==> src/rtl/irqc_pkg.sv <==
package irqc_pkg;
    localparam int IRQC_REG_W  = 32;
    localparam int IRQC_ADDR_W = 12;
    localparam logic [IRQC_ADDR_W-1:0] IRQC_OFS_STAT = 12'h070;
    localparam logic [IRQC_ADDR_W-1:0] IRQC_OFS_MASK = 12'h074;
    localparam int IRQC_SER_BIT = 7;
    localparam int IRQC_SND_BIT = 9;
    localparam int IRQC_DMA_BIT = 3;

    typedef enum logic [1:0] {
        SEL_NONE = 2'd0,
        SEL_STAT = 2'd1,
        SEL_MASK = 2'd2
    } reg_sel_e;

    typedef struct packed {
        reg_sel_e sel;
        logic     wide;
        logic     wr;
    } bus_op_t;
endpackage

==> src/rtl/irqc_decode.sv <==
module irqc_decode
    import irqc_pkg::*;
#(
    parameter int ADDR_W = IRQC_ADDR_W,
    parameter int REG_W  = IRQC_REG_W,
    parameter logic [ADDR_W-1:0] OFS_STAT = IRQC_OFS_STAT,
    parameter logic [ADDR_W-1:0] OFS_MASK = IRQC_OFS_MASK
) (
    input  logic [ADDR_W-1:0] addr,
    input  logic              wr,
    input  logic              wide,
    output bus_op_t           op,
    output logic [REG_W-1:0]  lanes
);
    localparam int HALF_W = REG_W / 2;

    always_comb begin
        op.wr   = wr;
        op.wide = wide;
        if (addr == OFS_STAT)      op.sel = SEL_STAT;
        else if (addr == OFS_MASK) op.sel = SEL_MASK;
        else                       op.sel = SEL_NONE;
    end

    assign lanes = wide ? {REG_W{1'b1}} : {{(REG_W-HALF_W){1'b0}}, {HALF_W{1'b1}}};
endmodule

==> src/rtl/irqc_status_reg.sv <==
module irqc_status_reg #(
    parameter int REG_W   = 32,
    parameter int SER_BIT = 7,
    parameter int SND_BIT = 9
) (
    input  logic             clk,
    input  logic             rst,
    input  logic             ack_en,
    input  logic [REG_W-1:0] lanes,
    input  logic [REG_W-1:0] wdata,
    input  logic [REG_W-1:0] mask,
    input  logic [REG_W-1:0] req,
    input  logic             lvl_ser,
    input  logic             lvl_snd,
    output logic [REG_W-1:0] stat_q
);
    logic [REG_W-1:0] forced;
    logic [REG_W-1:0] acked;
    logic [REG_W-1:0] stat_d;

    always_comb begin
        forced = stat_q;
        forced[SER_BIT] = stat_q[SER_BIT] | lvl_ser;
        forced[SND_BIT] = stat_q[SND_BIT] | lvl_snd;
        acked = forced & mask & wdata;
        if (ack_en) stat_d = (acked & lanes) | (stat_q & ~lanes);
        else        stat_d = stat_q;
        stat_d = stat_d | req;
    end

    always_ff @(posedge clk) begin
        if (rst) stat_q <= '0;
        else     stat_q <= stat_d;
    end
endmodule

==> src/rtl/irqc_mask_reg.sv <==
module irqc_mask_reg #(
    parameter int REG_W = 32
) (
    input  logic             clk,
    input  logic             rst,
    input  logic             wr_en,
    input  logic [REG_W-1:0] lanes,
    input  logic [REG_W-1:0] wdata,
    input  logic [REG_W-1:0] stat,
    output logic [REG_W-1:0] mask_q,
    output logic             chk_q
);
    logic [REG_W-1:0] mask_d;

    always_comb begin
        if (wr_en) mask_d = (wdata & lanes) | (mask_q & ~lanes);
        else       mask_d = mask_q;
    end

    always_ff @(posedge clk) begin
        if (rst) begin
            mask_q <= '0;
            chk_q  <= 1'b0;
        end else begin
            mask_q <= mask_d;
            chk_q  <= wr_en && ((stat & mask_d) != '0);
        end
    end
endmodule

==> src/rtl/irq_status_ctrl.sv <==
module irq_status_ctrl
    import irqc_pkg::*;
#(
    parameter int ADDR_W  = IRQC_ADDR_W,
    parameter int REG_W   = IRQC_REG_W,
    parameter int SER_BIT = IRQC_SER_BIT,
    parameter int SND_BIT = IRQC_SND_BIT
) (
    input  logic              clk,
    input  logic              rst,
    input  logic [ADDR_W-1:0] bus_addr,
    input  logic              bus_wr,
    input  logic              bus_wide,
    input  logic [REG_W-1:0]  bus_wdata,
    output logic [REG_W-1:0]  bus_rdata,
    input  logic [REG_W-1:0]  req_pulse,
    input  logic              lvl_serial,
    input  logic              lvl_sound,
    output logic              irq_out,
    output logic              chk_pulse
);
    bus_op_t          op;
    logic [REG_W-1:0] lanes;
    logic [REG_W-1:0] stat_q;
    logic [REG_W-1:0] mask_q;
    logic             wr_stat;
    logic             wr_mask;
    logic [REG_W-1:0] rd_full;

    irqc_decode #(
        .ADDR_W(ADDR_W),
        .REG_W (REG_W)
    ) u_dec (
        .addr (bus_addr),
        .wr   (bus_wr),
        .wide (bus_wide),
        .op   (op),
        .lanes(lanes)
    );

    assign wr_stat = op.wr && (op.sel == SEL_STAT);
    assign wr_mask = op.wr && (op.sel == SEL_MASK);

    irqc_status_reg #(
        .REG_W  (REG_W),
        .SER_BIT(SER_BIT),
        .SND_BIT(SND_BIT)
    ) u_stat (
        .clk    (clk),
        .rst    (rst),
        .ack_en (wr_stat),
        .lanes  (lanes),
        .wdata  (bus_wdata),
        .mask   (mask_q),
        .req    (req_pulse),
        .lvl_ser(lvl_serial),
        .lvl_snd(lvl_sound),
        .stat_q (stat_q)
    );

    irqc_mask_reg #(
        .REG_W(REG_W)
    ) u_mask (
        .clk   (clk),
        .rst   (rst),
        .wr_en (wr_mask),
        .lanes (lanes),
        .wdata (bus_wdata),
        .stat  (stat_q),
        .mask_q(mask_q),
        .chk_q (chk_pulse)
    );

    always_comb begin
        case (op.sel)
            SEL_STAT: rd_full = stat_q;
            SEL_MASK: rd_full = mask_q;
            default:  rd_full = '0;
        endcase
    end

    assign bus_rdata = rd_full & lanes;
    assign irq_out   = (stat_q & mask_q) != '0;
endmodule

==> config.mk <==
export PLATFORM = sky130hd
export DESIGN_NAME = irq_status_ctrl
export DESIGN_NICKNAME = d
export VERILOG_FILES = /design/src/rtl/irqc_pkg.sv /design/src/rtl/irqc_decode.sv /design/src/rtl/irqc_status_reg.sv /design/src/rtl/irqc_mask_reg.sv /design/src/rtl/irq_status_ctrl.sv
export SDC_FILE = /design/constraint.sdc
export NUM_CORES = 1
export LEC_CHECK = 0
export BUFFER_PORTS_ARGS = -buffer_cell sky130_fd_sc_hd__buf_2
export CELL_PAD_IN_SITES_DETAIL_PLACEMENT = 2
export CELL_PAD_IN_SITES_GLOBAL_PLACEMENT = 2
export CORE_ASPECT_RATIO = 1.5
export CORE_UTILIZATION = 28
export DETAILED_ROUTE_END_ITERATION = 10
export GPL_ROUTABILITY_DRIVEN = 0
export PLACE_DENSITY = 0.76
export RECOVER_POWER = 50
export SLEW_MARGIN = 20
export SYNTH_ARGS = -nofsm -noshare
export SYNTH_HDL_FRONTEND = slang
export SYNTH_SLANG_ARGS = --single-unit
export TNS_END_PERCENT = 30
==> constraint.sdc <==
create_clock -name clk -period 3.7 [get_ports clk]
set_input_delay 0.74 -clock clk [delete_from_list [all_inputs] [get_ports clk]]
set_output_delay 0.74 -clock clk [all_outputs]
set_load 0.01 [all_outputs]
==> results.md, run 1 <==
Outcome:
- The run finished with clean final reports.

STA:
- For the final database, setup skew stands at 0.00463 ns.
- The headroom to the max-slew limit is 0.302.
- The period utilization is 0.912.
- Setup repair after global routing left no endpoint under its margin.
- The worst-case setup margin in the final layout is 0.327 ns.
- The final setup violation count is 0.
- For the pin with the worst max-slew slack, the measured transition is 1.05 ns.
- The worst path needs 3.37 ns of the cycle, external delays included.
- The top achievable clock speed is 296 MHz.
- The final-report hold violation count came to 0.
- In the final timing run, aggregate negative setup slack is 0 ns.
- The number of slew-limit violations in the final report was 0.

Power:
- The share of total power dissipated in the clock network is 0.448.
- The total design power is 1.62 mW.
- Of the total power, the share spent switching nets is 0.236.
- The leakage power total is 1.89 nW.
- IR analysis of the VDD net gives a maximum drop of 210 µV.
- The share of total power dissipated in combinational logic is 0.085.
- The proportion of power drawn by flip-flops and latches is 0.467.
- In this run the power density over the cells is 366 nW/µm².
- For this design the total switching power over the nets is 0.381 mW.
- The internal power of the cells totals 1.24 mW.

Global routing:
- Entering global routing, the biggest net connects 39 pins.
- For this run the aggregate overflow at the end of global routing stands at 0.
- In the global route stage, overall resource usage came out at 0.201.
- The initial antenna violation count is 0.
- The number of global-route vias before repair is 3840.
- The first-pass GRT wire length is 19800 µm.

Detailed routing:
- Dividing the detail-routed wire length by the instance count gives 17.8 µm.
- The length of routed met2 wiring is 6990 µm.
- The total length of routed wires is 12400 µm.
- After detailed routing, the number of vias per cell comes to 4.98.
- Summing over every cut layer, the via total after detailed routing is 3480.
- Summed over all nets, wire length on met3 after detailed routing comes to 395 µm.
- In this run the top signal layer used is met4.
- In this run, the number of DRC markers left after iteration 0 of detailed routing was 99.
- The met1 layer wirelength in the final routing is 4890 µm.
- The first-pass detailed-route iteration total is 4.
- The number of antenna-violating nets in the routed design is 0.
- The total DRC errors in the routed layout is 0.

Setup path:
- The type of the worst setup path is in -> reg.
- The slack of the worst reg-to-reg path is 1.86 ns.
- For the worst setup path, the data required time is 3.89 ns.
- The origin of the critical flop-to-flop path is u_stat.stat_q[27]$_SDFF_PP0_.
- Of all nets on the critical path, the largest fanout is 18.
- The arrival time reported for the critical path endpoint is 3.57 ns.
- The critical path starts at bus_addr[3].
- The critical path launch point type is an input pin.
- The category of the worst setup path capture point is a register.
- The depth of the most critical reg-to-reg path is 6.

Synth:
- The synthesized netlist net count is 513.
- The most used flip-flop cell after synthesis is sky130_fd_sc_hd__dfxtp_1.
- Synthesis produced 431 cells.
- Counting flops and latches in the post-synthesis netlist gives 65.
- The netlist uses 37 different library cells.
- The share of synthesized registers carrying an async set or reset is 0.
- The synthesized netlist occupies a cell area of 3480 µm².
- Of the synthesized area, sequential elements account for 0.374.
- The total number of yosys warnings is 0.
- Dividing the synthesized area by the synthesized cell count gives 8.07 µm².
- Yosys mapped a number of flops with a built-in enable equal to 0.

Clocking:
- TritonCTS built the clock tree.
- The maximum root-to-sink buffer count is 2.
- The count of cells resized by post-cts repair is 0.
- The number of levels the H-tree was split into is 3.
- The number of clock sinks is 65.
- At the later pin of the worst-skew pair, clock insertion delay measures 0.32 ns.
- For this design, the CTS-stage hold fixing added 0 buffers.
- The post-CTS setup buffer count is 0.
- The CTS clock-pin slew for the worst setup and hold paths is 0.05 ns.
- The root buffer cell is sky130_fd_sc_hd__clkbuf_16.
- Buffers inserted during clock tree synthesis total 9.

Cells and area:
- The final standard cell count with taps included and fillers excluded is 699.
- The repair_antennas step left the layout with diodes totalling 0.
- In the final layout, the share of cells above drive strength 1 is 0.260.
- Once layout is done, the placed cells without fillers occupy 4420 µm².
- The top cell types in the final layout, fill and taps aside, are 114 x sky130_fd_sc_hd__buf_2, 88 x sky130_fd_sc_hd__nor2_1, 84 x sky130_fd_sc_hd__nand2_1.
- The final net count is 625.
- The area growth from synthesis to layout is 27.1%.
- The count of filler cells inserted in the layout is 1471.
- Leaving out fill and tap cells, the most frequent cell in the layout is sky130_fd_sc_hd__buf_2.

Die:
- During I/O placement, the number of pins put on the boundary was 116.
- The initial standard-cell utilization of the core is 0.289.
- The die outline width is 93.0 µm.
- The number of placement rows is 49.
- The height of the chip is 138 µm.
- The die area is 12900 µm².
- The total area inside the core boundary comes to 12000 µm².

Job:
- The count of maximum capacitance violations is 0.

Placed design:
- The post-detailed-placement half-perimeter wirelength is 9580 µm.
- The count of placed standard cells including taps is 685.
- The placed instances occupy a cell area of 4220 µm².
- The worst slack after detailed placement is 0.196 ns.
- The total of buffers placed on input and output ports is 115.

Worst hold path:
- In this run the most critical hold path is launched from u_stat.stat_q[19]$_SDFF_PP0_.
- The worst hold path belongs to the class reg -> reg.
- The worst hold path cell count is 2.
[final cells by class]
cell class                      count  area [µm²]  share of cell area
Multi-Input combinational cell    336        2000               0.452
Sequential cell                    65        1300               0.294
Timing Repair Buffer              124         659               0.149
Clock buffer                       13         240              0.0543
Tap cell                          153         191              0.0433
Inverter                            7        26.3             0.00594
Clock inverter                      1        5.00             0.00113
[path summary, 6_finish.rpt]
kind,endpoint
max,u_mask.chk_q$_SDFF_PP0_
min reg2reg,u_stat.stat_q[19]$_SDFF_PP0_
max reg2reg,u_mask.chk_q$_SDFF_PP0_
min,u_stat.stat_q[19]$_SDFF_PP0_
[per-layer routing]
metal,up-vias,global-route usage
met1,1689,0.220
met3,12,0.0270
met4,0,0.0567
met5,-,0
met2,74,0.391
li1,1705,-
[stage by stage]
stage           util  hold slack, ns
2_1_floorplan      -           0.495
3_3_place_gp   0.351           0.516
3_5_place_dp   0.351           0.536
4_1_cts        0.372           0.547
5_1_grt        0.368           0.578
6_report       0.368           0.544
[sequential cells by signal, indices dropped and copies added, names as in the netlist]
name,flops
u_mask.mask_q,32
u_stat.stat_q,32
u_mask.chk_q,1
[cells by family after synthesis]
kind of cell    after synthesis  share of synthesized area
compound gates               60                      0.113
buf+inv                      30                     0.0428
flops                        65                      0.374
mux                          70                      0.206
simple gates                206                      0.264
[critical path, stage by stage]
cell and delay (ns):
sky130_fd_sc_hd__buf_2 0.09, sky130_fd_sc_hd__or4b_1 0.68, sky130_fd_sc_hd__nor4_1 0.83, sky130_fd_sc_hd__buf_12 0.26, sky130_fd_sc_hd__mux2_2 0.36, sky130_fd_sc_hd__a221o_1 0.31
sky130_fd_sc_hd__nor4_2 0.17, sky130_fd_sc_hd__a31oi_1 0.14
[Yosys cell counts, types with 3 or more instances]
library cell | n | share of area
sky130_fd_sc_hd__nor2b_1 | 12 | 0.022
sky130_fd_sc_hd__clkbuf_1 | 14 | 0.015
sky130_fd_sc_hd__a22oi_1 | 3 | 0.0065
sky130_fd_sc_hd__nor4_1 | 3 | 0.0054
sky130_fd_sc_hd__nor2_1 | 88 | 0.095
sky130_fd_sc_hd__buf_4 | 3 | 0.0065
sky130_fd_sc_hd__inv_1 | 7 | 0.0076
sky130_fd_sc_hd__o2bb2ai_1 | 3 | 0.0076
sky130_fd_sc_hd__nand2_1 | 84 | 0.091
sky130_fd_sc_hd__a22o_1 | 6 | 0.015
sky130_fd_sc_hd__mux2i_1 | 57 | 0.16
sky130_fd_sc_hd__dfxtp_1 | 65 | 0.37
sky130_fd_sc_hd__nand4_1 | 4 | 0.0072
sky130_fd_sc_hd__nor4_4 | 3 | 0.018
sky130_fd_sc_hd__buf_6 | 3 | 0.0097
sky130_fd_sc_hd__a221oi_1 | 7 | 0.018
sky130_fd_sc_hd__mux2_2 | 12 | 0.039
sky130_fd_sc_hd__a21oi_1 | 32 | 0.046
[power groups by stage]
stage / Clock, mW / Combinational [mW] / Sequential (mW)
after floorplan: 0 / 0.0689 / 0.758
final: 0.724 / 0.138 / 0.755
after global routing: 0.773 / 0.153 / 0.757
after CTS: 0.748 / 0.143 / 0.755
after global placement: 0 / 0.137 / 0.766
after detailed placement: 0 / 0.141 / 0.769
No activity file was read; power rests on OpenSTA's default activity.
==> run 2: changes to the inputs <==
--- a/config.mk
+++ b/config.mk
@@ -5,14 +5,15 @@
 export SDC_FILE = /design/constraint.sdc
 export NUM_CORES = 1
 export LEC_CHECK = 0
+export ABC_AREA = 1
 export BUFFER_PORTS_ARGS = -buffer_cell sky130_fd_sc_hd__buf_2
 export CELL_PAD_IN_SITES_DETAIL_PLACEMENT = 2
 export CELL_PAD_IN_SITES_GLOBAL_PLACEMENT = 2
 export CORE_ASPECT_RATIO = 1.5
-export CORE_UTILIZATION = 28
+export CORE_UTILIZATION = 29
 export DETAILED_ROUTE_END_ITERATION = 10
 export GPL_ROUTABILITY_DRIVEN = 0
-export PLACE_DENSITY = 0.76
+export PLACE_DENSITY = 0.83
 export RECOVER_POWER = 50
 export SLEW_MARGIN = 20
 export SYNTH_ARGS = -nofsm -noshare
==> constraint.sdc (replaced) <==
create_clock -name clk -period 4.35 [get_ports clk]
set_input_delay 0.87 -clock clk [delete_from_list [all_inputs] [get_ports clk]]
set_output_delay 0.87 -clock clk [all_outputs]
set_load 0.01 [all_outputs]
==> run 2 against run 1 <==
Against the previous run: register-to-register slack better by 0.96 ns; highest routed layer unchanged; global-route usage rose by 5.5 points; sequential share of layout area is 3.6 points lower; die area increased by 13%; largest cell class unchanged.
==> results.md, run 2 <==
Global routing:
- The number of global-route vias before repair is 5721.
- The initial antenna violation count is 0.
- For this run the aggregate overflow at the end of global routing stands at 0.
- The overall global routing resource usage is 0.257.
- The first global-routing pass estimated 28800 µm of wire.
- Entering global routing, the biggest net connects 47 pins.

STA:
- Setup violations remaining at the end of the flow were counted as 0.
- The worst-case setup margin in the final layout is 0.739 ns.
- The final sum of negative setup slack is 0 ns.
- At the pin with the least slew margin, the transition time is 1.04 ns.
- In the finished design, the share of the clock period the worst path needs comes to 0.830.
- The clock arrives with 0.00510 ns of skew.
- The final critical path time including I/O delays and setup is 3.61 ns.
- The number of slew-limit violations in the final report is 0.
- The top achievable clock speed is 277 MHz.
- The final-report hold violation count is 0.
- Setup repair after global routing left no endpoint under its margin.
- The headroom to the max-slew limit is 0.310.

Placed design:
- The post-detailed-placement half-perimeter wirelength is 13200 µm.
- Input and output buffers added on the ports amount to 115.
- The worst slack after detailed placement is 0.761 ns.

Cells and area:
- The count of antenna diodes in the layout is 0.
- The net count of the finished layout is 841.
- The layout has 1704 filler cells.
- Leaving out fill and tap cells, the most frequent cell in the layout is sky130_fd_sc_hd__nand2_1.
- The fraction of final layout cells with drive strength greater than 1 is 0.192.
- The area growth from synthesis to layout is 23.5%.
- The largest registers in the layout are u_mask.mask_q (32), u_stat.stat_q (32), u_mask.chk_q (1).
- In the layout the commonest cells are 188 x sky130_fd_sc_hd__nand2_1, 114 x sky130_fd_sc_hd__buf_2, 100 x sky130_fd_sc_hd__inv_1.

Worst hold path:
- In this run the worst hold path is classified as reg -> reg.

Synth:
- The unique cell type count in the Yosys netlist is 31.
- The share of synthesized registers carrying an async set or reset is 0.
- The number of enable-type register cells in the synthesized netlist is 0.
- The total number of yosys warnings is 0.
- The most used flip-flop cell after synthesis is sky130_fd_sc_hd__dfxtp_1.
- sky130_fd_sc_hd__nand2_1 is the most common cell in the netlist.
- The synthesized netlist occupies a cell area of 4080 µm².
- Counting instances in the post-synthesis netlist gives the leading cell types as 187 x sky130_fd_sc_hd__nand2_1, 100 x sky130_fd_sc_hd__inv_1, 65 x sky130_fd_sc_hd__dfxtp_1.
- The synthesized netlist net count is 736.
- The leading area contributor after synthesis is sky130_fd_sc_hd__dfxtp_1.
- The share of the yosys chip area belonging to registers is 0.319.
- The number of register bits inferred by synthesis is 65.
- The share of synthesized area in the top cell type comes to 0.319.
- The post-synthesis average cell area is 6.23 µm².
- Sorting the synthesized cells by area gives the leading types as sky130_fd_sc_hd__dfxtp_1 32%, sky130_fd_sc_hd__nand2_1 17%, sky130_fd_sc_hd__inv_1 9.2%.
- The post-synthesis cell count is 654.

Die:
- From left edge to right edge, the die measures 98.8 µm.
- The core region area is 13600 µm².
- The initial utilization of the core area, before any placement, comes to 0.300.
- The height of the chip is 147 µm.
- The number of placement rows is 52.
- The floorplan step defined a die boundary enclosing 14500 µm².
- The number of placed I/O pins is 116.

Power:
- For this design the ratio of total power to cell area is 295 nW/µm².
- VDD sags by at most 144 µV.
- The leakage power total is 2.58 nW.

Setup path:
- The slowest stage of the critical path belongs to the cell sky130_fd_sc_hd__inv_2.
- Along the worst path, the maximum fanout reaches 22.
- The largest single stage delay on the critical path is 0.40 ns.
- The family with the most delay on the worst path is buffers and inverters.
- The category of the worst setup path capture point is an output pin.
- The type of the worst setup path is in -> out.
- The critical path launch point type is an input pin.
- Data on the critical path is required at its endpoint by 3.48 ns.
- The arrival time reported for the critical path endpoint is 2.74 ns.
- The signal on the critical path passes through buf_2, nor2_1, nand2_1, nor2_8, nand2_4, inv_2, buf_4, nand2_1, a21oi_1, buf_2.
- Counting both buffers and inverters, the worst setup path holds a total of 4.

Detailed routing:
- For this run, the detailed router's first-pass iteration total came to 5.
- The number of antenna-violating nets in the routed design is 0.
- Detailed routing inserted a total of 4977 vias.
- The total DRC errors in the routed layout is 0.
- The routed length per placed instance is 19.5 µm.
- The total length of routed wires is 18000 µm.
- Using the TritonRoute via totals, the vias-per-cell ratio works out to 5.37.
- For this block, the initial DRC count from the detailed router was 109.

Clocking:
- TritonCTS built the clock tree.
- The CTS clock-pin slew for the worst setup and hold paths is 0.06 ns.
- The number of clock buffers inserted by TritonCTS is 9.
- The number of clock sinks is 65.
- The root buffer cell is sky130_fd_sc_hd__clkbuf_16.
- After clock tree synthesis, the flow added hold-fix buffers numbering 0.
- Post-CTS repair changed the size of 0 cells.
- The maximum root-to-sink buffer count is 2.
- For the worst-skew pair, the clock arrives at the later sink with an insertion delay of 0.34 ns.
- The post-CTS setup buffer count is 0.
- The H-tree generated during clock tree synthesis spans 3 levels.

Job:
- The count of maximum capacitance violations is 0.

Outcome:
- The run finished with clean final reports.
[run 2: cell types whose count changed after synthesis, moves of 10 or more]
cell	before	now
sky130_fd_sc_hd__mux2i_1	57	0
sky130_fd_sc_hd__o21a_1	0	16
sky130_fd_sc_hd__inv_1	7	100
sky130_fd_sc_hd__nor2b_1	12	0
sky130_fd_sc_hd__nand2_1	84	187
sky130_fd_sc_hd__mux2_2	12	0
sky130_fd_sc_hd__o21ai_0	0	15
sky130_fd_sc_hd__nor3_1	1	11
sky130_fd_sc_hd__o31ai_1	0	11
sky130_fd_sc_hd__nand4_1	4	38
sky130_fd_sc_hd__a31oi_1	2	14
sky130_fd_sc_hd__nor2_1	88	46
sky130_fd_sc_hd__buf_2	2	14
sky130_fd_sc_hd__nand3_1	1	63
[run 2: report_power, final]
group | internal, mW | leakage (nW) | switching [mW]
sequential | 0.617 | 0.534 | 0.0271
combinational | 0.0550 | 1.91 | 0.0838
clock | 0.415 | 0.139 | 0.285
[run 2: per-stage QoR]
stage / area, µm² / utilization / instances / hold WS (ns) / power [mW]
after floorplan: 4080 / - / 654 / 0.469 / 0.720
after detailed placement: 4780 / 0.351 / 910 / 0.497 / 0.796
final: 5030 / 0.370 / 926 / 0.502 / 1.48
after CTS: 5050 / 0.372 / 926 / 0.506 / 1.50
after global routing: 5030 / 0.370 / 926 / 0.537 / 1.54
after global placement: 4780 / 0.351 / 910 / 0.481 / 0.787
[run 2: path summary, 6_finish.rpt]
check / start / endpoint / slack (ns) / cells past startpoint
worst min register to register: u_mask.mask_q[6]$_SDFF_PP0_ / u_stat.stat_q[6]$_SDFF_PP0_ / 0.50 / 2
worst max register to register: u_mask.mask_q[21]$_SDFF_PP0_ / u_mask.chk_q$_SDFF_PP0_ / 2.82 / 9
worst max-delay path: bus_addr[11] / bus_rdata[22] / 0.74 / 10
worst min-delay path: u_mask.mask_q[6]$_SDFF_PP0_ / u_stat.stat_q[6]$_SDFF_PP0_ / 0.50 / 2
[run 2: worst register-to-register path, stage by stage, from the launching register on]
cell and delay [ns]:
sky130_fd_sc_hd__dfxtp_1 0.34, sky130_fd_sc_hd__inv_1 0.09, sky130_fd_sc_hd__o21a_1 0.12, sky130_fd_sc_hd__nand4_1 0.13, sky130_fd_sc_hd__nand3_1 0.18, sky130_fd_sc_hd__nand2_1 0.08
sky130_fd_sc_hd__nor2_1 0.12, sky130_fd_sc_hd__nand2_1 0.07, sky130_fd_sc_hd__nor2_1 0.18, sky130_fd_sc_hd__a21oi_1 0.10
[run 2: per-layer routing]
layer | track usage | wire (µm) | vias to the layer above
li1 | - | - | 2354
met1 | 0.265 | 6880 | 2439
met2 | 0.495 | 9840 | 146
met3 | 0.0423 | 788 | 38
met4 | 0.116 | 529 | 0
met5 | 0 | 0 | -
[run 2: cell families (layout without fill, tap and decap cells)]
family                 count (synthesis)  count (layout)  synth area share
flip-flops                            65              65             0.319
AND/OR/NAND/NOR                      358             358             0.397
buffers and inverters                135             245             0.133
AO/OA/AOI/OAI                         96              96             0.150
[run 2: cell type report]
class / instances / area (µm²) / area share
Clock buffer: 13 / 260 / 0.0517
Inverter: 103 / 387 / 0.0768
Clock inverter: 3 / 15.0 / 0.00298
Tap cell: 162 / 203 / 0.0403
Timing Repair Buffer: 126 / 649 / 0.129
Multi-Input combinational cell: 454 / 2220 / 0.441
Sequential cell: 65 / 1300 / 0.259
==> run 3: changes to the inputs <==
--- a/config.mk
+++ b/config.mk
@@ -10,10 +10,10 @@
 export CELL_PAD_IN_SITES_DETAIL_PLACEMENT = 2
 export CELL_PAD_IN_SITES_GLOBAL_PLACEMENT = 2
 export CORE_ASPECT_RATIO = 1.5
-export CORE_UTILIZATION = 29
+export CORE_UTILIZATION = 27
 export DETAILED_ROUTE_END_ITERATION = 10
 export GPL_ROUTABILITY_DRIVEN = 0
-export PLACE_DENSITY = 0.83
+export PLACE_DENSITY = 0.77
 export RECOVER_POWER = 50
 export SLEW_MARGIN = 20
 export SYNTH_ARGS = -nofsm -noshare
==> constraint.sdc (replaced) <==
create_clock -name clk -period 3.7 [get_ports clk]
set_input_delay 0.74 -clock clk [delete_from_list [all_inputs] [get_ports clk]]
set_output_delay 0.74 -clock clk [all_outputs]
set_load 0.01 [all_outputs]
==> run 3 against run 2 <==
Against the previous run: hold slack better by 0.0076 ns; via count down 1.7%; clock power up 21%; utilization down 2.5 points; power up 19%; final cell count up 3.6%; critical endpoint is now bus_rdata[12].
==> results.md, run 3 (synthesis gave the netlist of run 2 again) <==
Detailed routing:
- The final layout contains routed wiring with a total length of 18000 µm.
- The detailed router finished its first iteration with 107 violations.
- The routed length per placed instance is 18.8 µm.
- In the routed design, unresolved DRC markers number 0.
- The via-per-instance ratio is 5.10.
- The count of nets left with antenna violations once routing finished came out at 0.
- The first TritonRoute pass finished after 4 iterations.
- The routed layout has 4892 vias.

STA:
- The period utilization is 0.878.
- Setup repair after global routing left no endpoint under its margin.
- The top achievable clock speed is 308 MHz.
- Setup total negative slack on the finished layout was measured at 0 ns.
- The number of slew-limit violations in the final report was 0.
- The final-report hold violation count is 0.
- The headroom to the max-slew limit is 0.278.
- The clock skew is 0.00731 ns.
- The worst-case setup margin in the final layout is 0.451 ns.
- The final setup violation count is 0.
- The final critical path time including I/O delays and setup is 3.25 ns.
- The slew at the pin with the worst max-slew slack is 1.08 ns.

Power:
- The power density over the cells is 349 nW/µm².
- For this design the static power due to leakage is 2.56 nW.
- Across the VDD grid, the largest voltage drop is 226 µV.
- The completed layout was analyzed and its total power is 1.77 mW.

Cells and area:
- The leading cell type in the layout, fill and taps excluded is sky130_fd_sc_hd__nand2_1.
- In the layout the commonest cells are 188 x sky130_fd_sc_hd__nand2_1, 114 x sky130_fd_sc_hd__buf_2, 100 x sky130_fd_sc_hd__inv_1.
- Once layout is complete, the cells apart from fillers number 959.
- The area of all placed cells without fillers is 5070 µm².
- The fraction of final layout cells with drive strength greater than 1 is 0.191.
- The largest registers in the layout are u_mask.mask_q (32), u_stat.stat_q (32), u_mask.chk_q (1).
- 0 antenna diodes ended up in the layout.
- The final net count is 841.
- From synthesis to final layout, the design area changed by 24.3%.
- The count of filler cells inserted in the layout is 1874.

Setup path:
- The worst endpoint required time is 2.96 ns.
- The maximum fanout along the worst path is 19.
- The worst setup path is captured at an output pin.
- The critical path is of the in -> out type.
- At the worst endpoint, the arrival time is 2.51 ns.
- STA classifies the critical path startpoint as an input pin.
- The slack of the worst reg-to-reg path is 2.23 ns.

Die:
- The number of placed I/O pins is 116.
- The die area is 15600 µm².
- The die outline width is 102 µm.
- After floorplanning, the core was sized to cover 14700 µm².
- The initial utilization of the core area, before any placement, comes to 0.278.
- Measured along the y axis, the die boundary spans 152 µm.
- Row generation in the floorplan step produced 54 rows.

Clocking:
- The cell sitting at the root of the clock tree is a sky130_fd_sc_hd__clkbuf_16.
- The CTS clock-pin slew for the worst setup and hold paths is 0.06 ns.
- Once the clock tree was built, the resizer swapped 0 gates to a different size.
- The number of levels the H-tree was split into is 3.
- For this design, the CTS-stage hold fixing added 0 buffers.
- The maximum root-to-sink buffer count is 2.
- The number of clock buffers inserted by TritonCTS is 9.
- The tree built by TritonCTS fans out to 65 sinks.
- TritonCTS built the clock tree.
- The post-CTS setup buffer count is 0.
- The clock reaches the later pin of the worst-skew pair after 0.34 ns.

Placed design:
- The post-detailed-placement half-perimeter wirelength is 13300 µm.
- The worst slack after detailed placement is 0.601 ns.
- The total of buffers placed on input and output ports is 115.
- Once placement completed, the tool counted placed cells totaling 944.
- Summing all placed instances gives a cell area of 4820 µm².

Global routing:
- The number of global-route vias before repair was 5442.
- Entering global routing, the biggest net connects 47 pins.
- The first-pass GRT wire length is 28400 µm.
- For this run the aggregate overflow at the end of global routing stands at 0.
- The initial antenna violation count is 0.
- In the global route stage, overall resource usage came out at 0.239.

Outcome:
- The flow ran to the end, and the final reports show no timing, DRC or antenna violations.

Worst hold path:
- The path category of the worst min-delay check is reg -> reg.

Job:
- The count of maximum capacitance violations is 0.
==> run 3: per-stage QoR <==
step / hold slack, ns / utilization
global placement: 0.480 / 0.329
CTS: 0.507 / 0.348
floorplan: 0.469 / -
global route: 0.543 / 0.346
finish: 0.510 / 0.346
detailed placement: 0.500 / 0.329
==> run 3: area by class of cell <==
| class | instances | area [µm²] | area share |
|---|---|---|---|
| timing repair buffer | 126 | 649 | 0.128 |
| clock buffer | 11 | 233 | 0.0459 |
| inverter | 103 | 387 | 0.0763 |
| multi-input combinational | 454 | 2210 | 0.436 |
| clock inverter | 4 | 45.0 | 0.00889 |
| sequential | 65 | 1300 | 0.257 |
| tap | 196 | 245 | 0.0484 |
==> run 3: worst paths after layout <==
kind	from	to	cells after the start
setup / recovery	bus_addr[11]	bus_rdata[12]	10
setup reg to reg	u_mask.mask_q[24]$_SDFF_PP0_	u_mask.chk_q$_SDFF_PP0_	9
hold / removal	u_mask.mask_q[10]$_SDFF_PP0_	u_stat.stat_q[10]$_SDFF_PP0_	2
hold reg to reg	u_mask.mask_q[10]$_SDFF_PP0_	u_stat.stat_q[10]$_SDFF_PP0_	2
==> run 3: metal layers <==
layer  track usage  routed length (µm)  part of all wire
met1         0.260                7080              0.39
met2         0.456                9960              0.55
met5             0                   0                 0
met3        0.0239                 476             0.026
met4        0.0952                 471             0.026
==> run 3: report_power, final <==
part           leakage, nW  internal [mW]  switching [mW]
combinational         1.88         0.0647           0.100
clock                0.139          0.515           0.334
sequential           0.534          0.726          0.0306
==> run 3: worst max-delay path, cell delays in order <==
cell and delay (ns):
sky130_fd_sc_hd__buf_2 0.10, sky130_fd_sc_hd__nor2_1 0.10, sky130_fd_sc_hd__nand2_1 0.10, sky130_fd_sc_hd__nor2_1 0.32
sky130_fd_sc_hd__nand2_4 0.16, sky130_fd_sc_hd__inv_2 0.39, sky130_fd_sc_hd__buf_4 0.28, sky130_fd_sc_hd__nand2_1 0.07
sky130_fd_sc_hd__o21ai_0 0.07, sky130_fd_sc_hd__buf_2 0.16
